--- config.mk ---
export PLATFORM = sky130hd
export DESIGN_NAME = smm_window_decoder
export DESIGN_NICKNAME = d
export VERILOG_FILES = /design/src/rtl/smm_dec_pkg.sv /design/src/rtl/smm_cfg_check.sv /design/src/rtl/smm_seg_range.sv /design/src/rtl/smm_route.sv /design/src/rtl/smm_window_decoder.sv
export SDC_FILE = /design/constraint.sdc
export NUM_CORES = 1
export LEC_CHECK = 0
export ABC_CLOCK_PERIOD_IN_PS = 990
export BUFFER_PORTS_ARGS = -buffer_cell sky130_fd_sc_hd__buf_2
export CORE_AREA = 2 2 96 98
export DETAILED_ROUTE_END_ITERATION = 8
export DIE_AREA = 0 0 98 100
export GPL_TIMING_DRIVEN = 1
export HOLD_SLACK_MARGIN = 0.06
export MAX_ROUTING_LAYER = met4
export PLACE_DENSITY = 0.81
export SYNTH_ARGS = -nofsm -noshare
export SYNTH_HDL_FRONTEND = slang
export SYNTH_SLANG_ARGS = --single-unit
--- constraint.sdc ---
create_clock -name clk -period 0.99 [get_ports clk]
set_clock_uncertainty 0.05 [all_clocks]
set_input_delay 0.1485 -clock clk [delete_from_list [all_inputs] [get_ports clk]]
set_output_delay 0.1485 -clock clk [all_outputs]
set_load 0.05 [all_outputs]
--- src/rtl/smm_dec_pkg.sv ---
package smm_dec_pkg;

   typedef enum logic [1:0] {
      DEST_DRAM = 2'd0,
      DEST_GFX  = 2'd1,
      DEST_IOL  = 2'd2
   } dest_e;

   localparam logic [1:0] SRC_CPU = 2'd0;

   localparam logic [31:0] LEGACY_LO = 32'h000A_0000;
   localparam logic [31:0] LEGACY_HI = 32'h000B_FFFF;
   localparam logic [31:0] UPPER_LO  = 32'hFEDA_0000;
   localparam logic [31:0] UPPER_HI  = 32'hFEDB_FFFF;

   localparam logic [1:0] SEG_CODE_RSVD = 2'b11;

endpackage

--- src/rtl/smm_cfg_check.sv ---
module smm_cfg_check #(
   parameter int ADDR_W        = 32,
   parameter int SEG_UNIT_LOG2 = 20
) (
   input  logic              open_i,
   input  logic              close_i,
   input  logic [1:0]        size_code_i,
   output logic              illegal_o,
   output logic              size_ok_o,
   output logic [ADDR_W-1:0] seg_bytes_o
);
   import smm_dec_pkg::*;

   localparam int N_CODES = 3;
   localparam int SHIFT_W = $clog2(SEG_UNIT_LOG2 + 4);

   logic [N_CODES-1:0][SHIFT_W-1:0] shift_tbl;

   genvar gi;
   generate
      for (gi = 0; gi < N_CODES; gi++) begin : g_tbl
         if (gi == 2) begin : g_big
            assign shift_tbl[gi] = SHIFT_W'(SEG_UNIT_LOG2 + 3);
         end else begin : g_small
            assign shift_tbl[gi] = SHIFT_W'(SEG_UNIT_LOG2 + gi);
         end
      end
   endgenerate

   always_comb begin
      size_ok_o   = (size_code_i != SEG_CODE_RSVD);
      illegal_o   = (open_i & close_i) | ~size_ok_o;
      seg_bytes_o = '0;
      if (size_ok_o) begin
         seg_bytes_o = ADDR_W'(1) << shift_tbl[size_code_i];
      end
   end
endmodule

--- src/rtl/smm_seg_range.sv ---
module smm_seg_range #(
   parameter int ADDR_W = 32
) (
   input  logic [ADDR_W-1:0] addr_i,
   input  logic [ADDR_W-1:0] tolm_i,
   input  logic [ADDR_W-1:0] seg_bytes_i,
   input  logic              size_ok_i,
   output logic              fits_o,
   output logic              in_seg_o
);
   logic [ADDR_W-1:0] base;

   always_comb begin
      fits_o   = size_ok_i && (tolm_i >= seg_bytes_i);
      base     = tolm_i - seg_bytes_i;
      in_seg_o = fits_o && (addr_i >= base) && (addr_i < tolm_i);
   end
endmodule

--- src/rtl/smm_route.sv ---
module smm_route #(
   parameter int ADDR_W = 32
) (
   input  logic [ADDR_W-1:0]  addr_i,
   input  logic [1:0]         src_i,
   input  logic               smm_i,
   input  logic               glob_i,
   input  logic               high_i,
   input  logic               seg_en_i,
   input  logic               open_i,
   input  logic               vga_i,
   input  logic               illegal_i,
   input  logic               seg_fits_i,
   input  logic               in_seg_i,
   input  logic [ADDR_W-1:0]  tolm_i,
   output smm_dec_pkg::dest_e dest_o,
   output logic [ADDR_W-1:0]  dram_o
);
   import smm_dec_pkg::*;

   localparam logic [ADDR_W-1:0] L_LO = ADDR_W'(LEGACY_LO);
   localparam logic [ADDR_W-1:0] L_HI = ADDR_W'(LEGACY_HI);
   localparam logic [ADDR_W-1:0] U_LO = ADDR_W'(UPPER_LO);
   localparam logic [ADDR_W-1:0] U_HI = ADDR_W'(UPPER_HI);

   logic in_leg, in_up, leg_on, up_on, seg_on, may_grant;

   always_comb begin
      in_leg    = (addr_i >= L_LO) && (addr_i <= L_HI);
      in_up     = (addr_i >= U_LO) && (addr_i <= U_HI);
      leg_on    = glob_i & ~high_i;
      up_on     = glob_i & high_i;
      seg_on    = glob_i & seg_en_i & seg_fits_i;
      may_grant = (src_i == SRC_CPU) & (smm_i | open_i) & ~illegal_i;

      dest_o = DEST_IOL;
      dram_o = '0;
      if (may_grant && in_leg && leg_on) begin
         dest_o = DEST_DRAM;
         dram_o = addr_i;
      end else if (may_grant && in_up && up_on) begin
         dest_o = DEST_DRAM;
         dram_o = addr_i - U_LO + L_LO;
      end else if (may_grant && in_seg_i && seg_on) begin
         dest_o = DEST_DRAM;
         dram_o = addr_i;
      end else if (in_leg) begin
         dest_o = vga_i ? DEST_GFX : DEST_IOL;
      end else if (in_up || (in_seg_i && seg_on)) begin
         dest_o = DEST_IOL;
      end else if (addr_i < tolm_i) begin
         dest_o = DEST_DRAM;
         dram_o = addr_i;
      end
   end
endmodule

--- src/rtl/smm_window_decoder.sv ---
module smm_window_decoder #(
   parameter int ADDR_W        = 32,
   parameter int SEG_UNIT_LOG2 = 20
) (
   input  logic              clk,
   input  logic              rst_n,
   input  logic              req_valid,
   input  logic [ADDR_W-1:0] req_addr,
   input  logic [1:0]        req_src,
   input  logic              smm_mode,
   input  logic              cfg_glob_en,
   input  logic              cfg_high_en,
   input  logic              cfg_seg_en,
   input  logic [1:0]        cfg_seg_size,
   input  logic              cfg_open,
   input  logic              cfg_close,
   input  logic              cfg_vga_en,
   input  logic [ADDR_W-1:0] tolm,
   output logic              rsp_valid,
   output logic [1:0]        rsp_dest,
   output logic [ADDR_W-1:0] rsp_dram_addr,
   output logic              cfg_err
);
   import smm_dec_pkg::*;

   generate
      if (ADDR_W < 32) begin : g_bad_width
         $error("ADDR_W must cover the 32-bit window map");
      end
      if (SEG_UNIT_LOG2 + 3 >= ADDR_W) begin : g_bad_unit
         $error("segment sizes must fit inside ADDR_W");
      end
   endgenerate

   logic              illegal, size_ok, seg_fits, in_seg;
   logic [ADDR_W-1:0] seg_bytes, dram_d;
   dest_e             dest_d, dest_q;

   smm_cfg_check #(.ADDR_W(ADDR_W), .SEG_UNIT_LOG2(SEG_UNIT_LOG2)) u_cfg (
      .open_i      (cfg_open),
      .close_i     (cfg_close),
      .size_code_i (cfg_seg_size),
      .illegal_o   (illegal),
      .size_ok_o   (size_ok),
      .seg_bytes_o (seg_bytes)
   );

   smm_seg_range #(.ADDR_W(ADDR_W)) u_seg (
      .addr_i      (req_addr),
      .tolm_i      (tolm),
      .seg_bytes_i (seg_bytes),
      .size_ok_i   (size_ok),
      .fits_o      (seg_fits),
      .in_seg_o    (in_seg)
   );

   smm_route #(.ADDR_W(ADDR_W)) u_route (
      .addr_i     (req_addr),
      .src_i      (req_src),
      .smm_i      (smm_mode),
      .glob_i     (cfg_glob_en),
      .high_i     (cfg_high_en),
      .seg_en_i   (cfg_seg_en),
      .open_i     (cfg_open),
      .vga_i      (cfg_vga_en),
      .illegal_i  (illegal),
      .seg_fits_i (seg_fits),
      .in_seg_i   (in_seg),
      .tolm_i     (tolm),
      .dest_o     (dest_d),
      .dram_o     (dram_d)
   );

   always_ff @(posedge clk or negedge rst_n) begin
      if (!rst_n) begin
         rsp_valid     <= 1'b0;
         dest_q        <= DEST_DRAM;
         rsp_dram_addr <= '0;
         cfg_err       <= 1'b0;
      end else begin
         rsp_valid <= req_valid;
         cfg_err   <= illegal;
         if (req_valid) begin
            dest_q        <= dest_d;
            rsp_dram_addr <= dram_d;
         end
      end
   end

   assign rsp_dest = dest_q;
endmodule

==> results of run 1 <==
==> cell usage in the layout (no fill, tap or decap), drive strengths merged, types with 18 or more instances in the layout <==
master	count
a21oi	25
buf	290
dfrtp	36
ha	82
inv	73
nand2	50
nor2	28
nor3	18
o21ai	22
o22ai	31
xnor2	29
==> state kept, by name (all words and copies together), names as in the netlist <==
name,count
rsp_dram_addr,32
rsp_valid,1
cfg_err,1
rsp_dest,2
==> worst min path at each step <==
stage	start	slack (ps)	end	cells past startpoint
6_report	cfg_close	40	cfg_err$_DFF_PN0_	2
5_1_grt	cfg_close	50	cfg_err$_DFF_PN0_	2
4_1_cts	cfg_close	50	cfg_err$_DFF_PN0_	2
3_5_place_dp	rst_n	70	rsp_valid$_DFF_PN0_	2
3_3_place_gp	rst_n	70	rsp_valid$_DFF_PN0_	2
2_1_floorplan	rst_n	-200	cfg_err$_DFF_PN0_	0
==> area by class of cell <==
type / instances / area share [%]
clock buffer: 5 / 0.972
timing repair buffer: 292 / 31.6
multi-input combinational: 417 / 48.6
tap: 111 / 1.96
clock inverter: 3 / 0.265
sequential: 36 / 12.7
inverter: 73 / 3.87
==> critical path, delay by kind of cell <==
family                   cells  cell delay, ps
AO/OA/AOI/OAI                8            1580
XOR/XNOR                     1             110
adder cells (fa/ha/maj)      3             640
buffers and inverters        3             450
multiplexers                 1             360
AND/OR/NAND/NOR             10            1630
==> power groups by stage <==
| stage | logic (uW) | clock network, uW | registers [uW] |
|---|---|---|---|
| 2_1_floorplan | 1220 | 0 | 2340 |
| 3_3_place_gp | 3070 | 0 | 1740 |
| 3_5_place_dp | 3200 | 0 | 1750 |
| 4_1_cts | 3690 | 1070 | 1750 |
| 5_1_grt | 4390 | 1150 | 1790 |
| 6_report | 4150 | 1130 | 1780 |
==> layer usage <==
layer	vias up	global-route usage (%)	share of wire [%]
met1	2610	37.0	37
met4	0	14.5	5.3
li1	2522	-	-
met2	345	60.2	52
met5	-	-	0
met3	99	2.92	6.1
==> what timing repair did <==
item,in CTS,in global routing
endpoints found under the setup margin,70,70
gates resized for setup,112,34
endpoints found under the hold margin,37,1
setup buffers,20,13
pin swaps,30,22
gates cloned,1,1
==> through the flow <==
stage,hold WS (ps),setup WS (ps),std cells
after global routing,52.3,-4060,937
after floorplan,-197,-3690,535
after CTS,46.9,-3810,923
after global placement,68.4,-4160,893
final,44.4,-3790,937
after detailed placement,71.8,-4470,893
==> cells by family after synthesis <==
logic type	share of synthesized area, %
compound gates	17.9
fa+ha+maj	23.9
other cells	0.0873
simple gates	22.5
buf+inv	7.60
flops	21.0
mux	1.08
xor+xnor	5.91
==> results.toml, run 1 <==
[run_status]
status = "finished with violations"
violations = "setup timing"

[synth]
synth_common_cells = "82 x ha_1, 73 x inv_1, 50 x nand2_1"
synth_area_leaders = "ha_1 24%, dfrtp_1 21%, inv_1 6.4%"
synthArstFlopShare_pct = 100
ys_warn_count = 0
synth_cell_types = 54
synth_flop_cell = "dfrtp_1"
synth.avg_cell_area_sq_um = 8.04
synth_cells = 534
synth-edff-count = 0
yosysMostFrequentCell = "ha_1"
synth_top_area_share_pct = 23.9
synth-seq-area-share_pct = 21.0
synth_seq_cells = 36
netlist_area_sq_mm = 0.00429
yosysTopAreaCell = "ha_1"

[sta]
final_hold_viol_count = 0
fin_crit_ps = 4780
finalSetupViolations = 70
final_max_slew_viol_count = 0
finalWorstSetupSlack_ps = -3790
tns_ps = -129490
rsz0062_at_grt = "true"
tightest_slew_ps = 628
slew_headroom_pct = 57.7
min_period_over_period_pct = 482
fmax_ghz = 0.209

[layout]
final_area_sq_mm = 0.00708
area_delta_synth_final_pct = 64.9
multiInputGateArea_sq_mm = 0.00344
register_area_sq_um = 901
final_nets = 985
diodes = 0
drive_gt1_share_pct = 44.1
fill_cells = 571
utilization_pct = 79.7

[drt]
dr.pass1.iters = 7
wl_um = 18000
remaining_drc_errors = 0
wl_per_cell_um = 19.2
vias = 5576
drtIter0Drc = 345
via_per_inst = 5.95
drtAntennaViolNets = 0

[clock_network]
clk_path_buf_depth = 2
clk_latency_ps = 300
hold_buffers = 1
h-tree-depth = 2
clkSlewWorstSetupHoldPaths_ps = 80
cts_sinks = 36
cts_tree = "done"
root_buffer = "clkbuf_8"
cts_buffers = 5

[global_route]
grt_antenna_before_repair = 0
grt_pass1_wl_um = 25400
grt_max_degree = 44
grt_usage_pct = 33.0
first_global_vias = 5448
grt_remaining_overflow = 0

[floorplanning]
fp.dieH_um = 100
die_x_um = 98
num_rows = 35
dieArea_sq_mm = 0.00980
io_pins = 114
initial_core_util_pct = 48.3
core_sq_mm = 0.00889

[worst_setup_path]
crit_required_ps = 1160
start_kind = "input pin"
worstSetupEndpoint = "rsp_dram_addr[25]$_DFFE_PN0P_"
crit_start = "cfg_seg_size[1]"
cpPeakStageDelay_ps = 380
worst-setup-path-type = "in2reg"
crit_path_end_kind = "register"
r2r_setup_slack_ps = 0
arrival_ps = 4950
cp_max_fo = 7
crit_slowest_cell = "or3_4"
reg2regPathDepth = 4
r2r_start = "rsp_dram_addr[1]$_DFFE_PN0P_"
regToRegEndpoint = "rsp_dram_addr[1]$_DFFE_PN0P_"

[power]
p_total_uw = 7050
p_per_area_mw_per_mm2 = 996
p_sw_uw = 3040
clockPowerShare_pct = 16.0
sw_frac_of_total_pct = 43.2
p_int_uw = 4010
leakage_uw = 0.00356
pwr-share-seq_pct = 25.2
ir_worst_vdd_mv = 0.648
power_frac_comb_pct = 58.8

[min_path]
hold_class = "in2reg"

[place]
place_area_sq_mm = 0.00608
gp_congestion = 0.960
io_buffers = 113
dp_hpwl_um = 12100

[flow_run]
drv_cap = 0
Power figures use the tool's default switching activity.
==> run 2: changes to the inputs <==
--- a/config.mk
+++ b/config.mk
@@ -7,3 +7,3 @@
 export LEC_CHECK = 0
-export ABC_CLOCK_PERIOD_IN_PS = 990
+export ABC_CLOCK_PERIOD_IN_PS = 4700
 export BUFFER_PORTS_ARGS = -buffer_cell sky130_fd_sc_hd__buf_2
==> constraint.sdc (replaced) <==
create_clock -name clk -period 4.7 [get_ports clk]
set_clock_uncertainty 0.05 [all_clocks]
set_input_delay 0.705 -clock clk [delete_from_list [all_inputs] [get_ports clk]]
set_output_delay 0.705 -clock clk [all_outputs]
set_load 0.01 [all_outputs]
==> run 2 against run 1 <==
  * The run still ends with setup timing left
  * Total power fell by 83%
  * Setup slack improved by 3300 ps
  * Non-clock buffer count fell by 101
  * Flip-flop and latch count did not move
  * Clock-buffer cell count rose by 2
  * Critical path depth did not move
  * Wire length fell by 24%
  * Sequential power fell by 80%
  * First-iteration DRC count fell by 23%
  * Via count fell by 13%
  * Critical endpoint is now rsp_dram_addr[21]$_DFFE_PN0P_
  * Highest routed layer unchanged
==> results.toml, run 2 (synthesis gave the netlist of run 1 again) <==
[sta]
slew_headroom_pct = 26.8
min_period_over_period_pct = 111
fin_crit_ps = 5220
holdWs_ps = 435
final_max_slew_viol_count = 0
finalWorstSetupSlack_ps = -517
fmax_ghz = 0.192
tns_ps = -15200
rsz0062_at_grt = "true"
tightest_slew_ps = 1100
finalSetupViolations = 34
final_hold_viol_count = 0

[drt]
via_per_inst = 5.78
vias = 4826
remaining_drc_errors = 0
drtIter0Drc = 265
wl_per_cell_um = 16.5
wl_um = 13700
dr.pass1.iters = 5
drtAntennaViolNets = 0

[power]
p_int_uw = 741
p_sw_uw = 428
leakage_uw = 0.00297
power_frac_comb_pct = 48.4
p_total_uw = 1170
sw_frac_of_total_pct = 36.6
ir_worst_vdd_mv = 0.113
p_per_area_mw_per_mm2 = 198
clockPowerShare_pct = 20.6
pwr-share-seq_pct = 31.0

[floorplanning]
io_pins = 114
fp.dieH_um = 100
initial_core_util_pct = 48.3
core_sq_mm = 0.00889
die_x_um = 98
dieArea_sq_mm = 0.00980
num_rows = 35

[run_status]
status = "finished with violations"
violations = "setup timing"

[clock_network]
clk_path_buf_depth = 2
cts_tree = "done"
cts_buffers = 5
clkSlewWorstSetupHoldPaths_ps = 70
cts_sinks = 36
root_buffer = "clkbuf_8"
hold_buffers = 0
clk_latency_ps = 290
h-tree-depth = 2

[layout]
layout_common_cells = "111 x buf_2, 75 x ha_1, 73 x buf_4"
final_area_sq_mm = 0.00589
fill_cells = 766
largest_register_ffs = 32
drive_gt1_share_pct = 33.4
area_delta_synth_final_pct = 37.2
top_register = "rsp_dram_addr"
diodes = 0
multiInputGateArea_sq_mm = 0.00326
final_cells = 835
register_area_sq_um = 901
final_nets = 884
final_common_cell = "buf_2"

[place]
placed_cells = 814
place_area_sq_mm = 0.00547
io_buffers = 113
gp_congestion = 0.998
dp_hpwl_um = 10800

[worst_setup_path]
r2r_start = "rsp_dest[0]$_DFFE_PN0P_"
r2r_setup_slack_ps = 3890
regToRegEndpoint = "rsp_dest[0]$_DFFE_PN0P_"
crit_path_end_kind = "register"
crit_required_ps = 4760
start_kind = "input pin"
arrival_ps = 5280
reg2regPathDepth = 1
cp_max_fo = 7
worst-setup-path-type = "in2reg"

[global_route]
grt_remaining_overflow = 0
grt_max_degree = 68
grt_usage_pct = 28.0
first_global_vias = 4757
grt_antenna_before_repair = 0
grt_pass1_wl_um = 21900

[min_path]
hold_class = "in2async"

[flow_run]
drv_cap = 0
[run 2: how the worst max path moves through the flow]
stage,startpoint,to,slack [ps],depth (start not counted)
4_1_cts,cfg_seg_size[0],rsp_dest[1]$_DFFE_PN0P_,-730,24
6_report,cfg_seg_size[0],rsp_dram_addr[21]$_DFFE_PN0P_,-520,26
3_5_place_dp,cfg_seg_size[0],rsp_dram_addr[15]$_DFFE_PN0P_,-1240,25
5_1_grt,cfg_seg_size[0],rsp_dram_addr[21]$_DFFE_PN0P_,-830,26
3_3_place_gp,cfg_seg_size[0],rsp_dram_addr[14]$_DFFE_PN0P_,-980,23
2_1_floorplan,cfg_seg_size[0],rsp_dest[1]$_DFFE_PN0P_,-540,22
[run 2: per-stage QoR]
step | setup slack, ps | utilization [%]
CTS | -733 | 64.7
global route | -832 | 66.3
detailed placement | -1240 | 61.5
global placement | -981 | 61.5
floorplan | -536 | -
finish | -517 | 66.3
[run 2: power groups by stage]
stage          Combinational (uW)  Sequential, uW  Clock (uW)
5_1_grt                       623             366         254
6_report                      566             362         241
3_5_place_dp                  501             368           0
3_3_place_gp                  481             366           0
2_1_floorplan                 257             385           0
4_1_cts                       536             362         241
[run 2: layout make-up]
cell class	instances	area share, %
Tap cell	111	2.36
Inverter	73	4.65
Clock buffer	7	1.64
Multi-Input combinational cell	417	55.3
Timing Repair Buffer	191	20.7
Sequential cell	36	15.3
[run 2: repair_timing]
action                                  in CTS  in global routing
buffers inserted                            10                  2
pin swaps                                   19                 13
endpoints found under the setup margin      34                 34
gates resized for setup                     22                 24
hold endpoints to repair                     0                  0
gates cloned                                 1                  1
[run 2: routing by layer]
layer	routed length, um	track usage (%)
met5	0	-
met3	678	2.44
met2	6950	49.1
met4	562	12.8
met1	5550	32.8
[run 2: critical path, cell delays in order]
cell	delay, ps
buf_12	110
ha_4	160
nor2b_4	140
nand2_2	100
ha_4	220
a21boi_4	130
o31a_1	260
or3_4	370
a21o_1	170
a21o_1	170
a41o_1	190
a211oi_2	210
xnor2_1	100
ha_1	310
nand4_1	140
nor4_2	60
buf_4	130
a221oi_1	250
o21ai_1	120
nor3_2	250
nor4b_4	90
mux2i_4	200
buf_6	140
nor3_4	240
clkbuf_16	210
o22ai_1	80
==> run 3: changes to the inputs <==
ABC_AREA = 1   (was default)
CORE_AREA = 2 2 100 102   (was 2 2 96 98)
DIE_AREA = 0 0 102 104   (was 0 0 98 100)
PLACE_DENSITY = 0.8   (was 0.81)
==> run 3 against run 2 <==
  * The run now ends clean
  * Critical path depth up 3
  * Maximum frequency grew 19%
  * Global-route usage decreased by 3.7 points
  * Flip-flop and latch count did not move
==> results.toml, run 3 <==
[sta]
fin_crit_ps = 4380
tightest_slew_ps = 912
final_max_slew_viol_count = 0
finalSetupViolations = 0
tns_ps = 0
finalWorstSetupSlack_ps = 324
min_period_over_period_pct = 93.1
fmax_ghz = 0.229
final_hold_viol_count = 0
slew_headroom_pct = 38.8

[layout]
top_register = "rsp_dram_addr"
multiInputGateArea_sq_mm = 0.00331
layout_common_cells = "202 x nand2_1, 113 x buf_2, 94 x inv_1"
area_delta_synth_final_pct = 19.1
drive_gt1_share_pct = 17.8
register_area_sq_um = 901
final_nets = 974
diodes = 0
largest_register_ffs = 32
fill_cells = 963
final_area_sq_mm = 0.00550
final_common_cell = "nand2_1"

[worst_setup_path]
crit_slowest_cell = "ha_1"
crit_path_frequent_cell = "nand2_1"
cp_max_fo = 22
crit_buf_inv = 4
r2r_setup_slack_ps = 3930
cpPeakStageDelay_ps = 330
critPathTopFamily = "simple AND/OR/NAND/NOR gates"
arrival_ps = 4500
worst-setup-path-type = "in2reg"
start_kind = "input pin"
crit_required_ps = 4830
crit_path_end_kind = "register"

[synth]
synth_seq_cells = 36
synth_flop_cell = "dfrtp_1"
yosysMostFrequentCell = "nand2_1"
synth_common_cells = "202 x nand2_1, 94 x inv_1, 82 x ha_1"
synthArstFlopShare_pct = 100
synth-edff-count = 0
synth_area_leaders = "ha_1 22%, dfrtp_1 20%, nand2_1 16%"
synth_top_area_share_pct = 22.2
yosysTopAreaCell = "ha_1"
ys_warn_count = 0
netlist_area_sq_mm = 0.00461
synth_cell_types = 35
synth-seq-area-share_pct = 19.5
synth.avg_cell_area_sq_um = 6.66
synth_cells = 693

[floorplanning]
die_x_um = 102
num_rows = 36
core_sq_mm = 0.00955
dieArea_sq_mm = 0.0106
io_pins = 114
initial_core_util_pct = 48.3
fp.dieH_um = 104

[drt]
dr.pass1.iters = 4
vias = 4866
drtIter0Drc = 214
drtAntennaViolNets = 0
remaining_drc_errors = 0
wl_per_cell_um = 12.9
wl_um = 12200
via_per_inst = 5.13

[power]
ir_worst_vdd_mv = 0.150
p_per_area_mw_per_mm2 = 203
leakage_uw = 0.00314

[clock_network]
cts_sinks = 36
cts_resized = 0
hold_buffers = 0
root_buffer = "clkbuf_8"
cts_tree = "done"
clk_latency_ps = 280
h-tree-depth = 2
clkSlewWorstSetupHoldPaths_ps = 70
post_cts_buffers = 0
cts_buffers = 5
clk_path_buf_depth = 2

[flow_run]
drv_cap = 0

[global_route]
grt_pass1_wl_um = 20600
grt_max_degree = 37
first_global_vias = 4655
grt_antenna_before_repair = 0
grt_remaining_overflow = 0
grt_usage_pct = 24.4

[run_status]
status = "finished, final reports clean"

[place]
place_area_sq_mm = 0.00536
dp_hpwl_um = 10200
gp_congestion = 0.953
io_buffers = 113
pre_cts_slack_ps = 56.3

[min_path]
hold_class = "reg2reg"
==> run 3: report_power, final <==
part	internal (uW)	total (uW)	switching (uW)
Sequential	345	362	17.3
Combinational	183	464	281
Clock	187	292	105
Total	714	1120	403
==> run 3: cell type report <==
type / count / area share, %
Sequential cell: 36 / 16.4
Inverter: 95 / 6.49
Clock inverter: 1 / 0.546
Timing Repair Buffer: 121 / 11.6
Clock buffer: 7 / 1.75
Tap cell: 133 / 3.03
Multi-Input combinational cell: 555 / 60.2
==> run 3: final timing paths <==
kind | endpoint | start | cells past startpoint
max | rsp_dram_addr[1]$_DFFE_PN0P_ | cfg_seg_size[0] | 29
min | rsp_dram_addr[19]$_DFFE_PN0P_ | rsp_dram_addr[19]$_DFFE_PN0P_ | 2
max reg2reg | rsp_dest[0]$_DFFE_PN0P_ | rsp_dest[0]$_DFFE_PN0P_ | 1
min reg2reg | rsp_dram_addr[19]$_DFFE_PN0P_ | rsp_dram_addr[19]$_DFFE_PN0P_ | 2
max in group asynchronous | rsp_dram_addr[26]$_DFFE_PN0P_ | rst_n | 1
min in group asynchronous | rsp_dram_addr[7]$_DFFE_PN0P_ | rst_n | 1
==> run 3: per-stage QoR <==
stage	hold slack [ps]	power (uW)	utilization, %	cells
4_1_cts	428	1120	57.5	948
3_3_place_gp	408	817	56.2	940
5_1_grt	450	1210	57.5	948
2_1_floorplan	359	652	-	694
3_5_place_dp	411	826	56.2	940
6_report	424	1120	57.5	948
==> run 3: layer usage <==
layer  part of all wire, %  wire [um]  GRT usage, %  up-vias
met1                    45       5520          31.6     2200
met2                    47       5750          40.6      164
met5                     0          0             -        -
li1                      -          -             -     2487
met4                   1.8        216          6.86        0
met3                   6.0        732          1.68       15
==> run 3: cells by family after synthesis <==
kind of cell               count (synthesis)  share of synthesized area, %
and+or+nand+nor                          371                          35.1
buffers and inverters                    103                          9.00
adders and majority gates                 82                          22.2
AOI/OAI and AO/OA                         68                          7.97
DFF                                       36                          19.5
xor gates and xnor gates                  32                          6.07
other                                      1                        0.0813
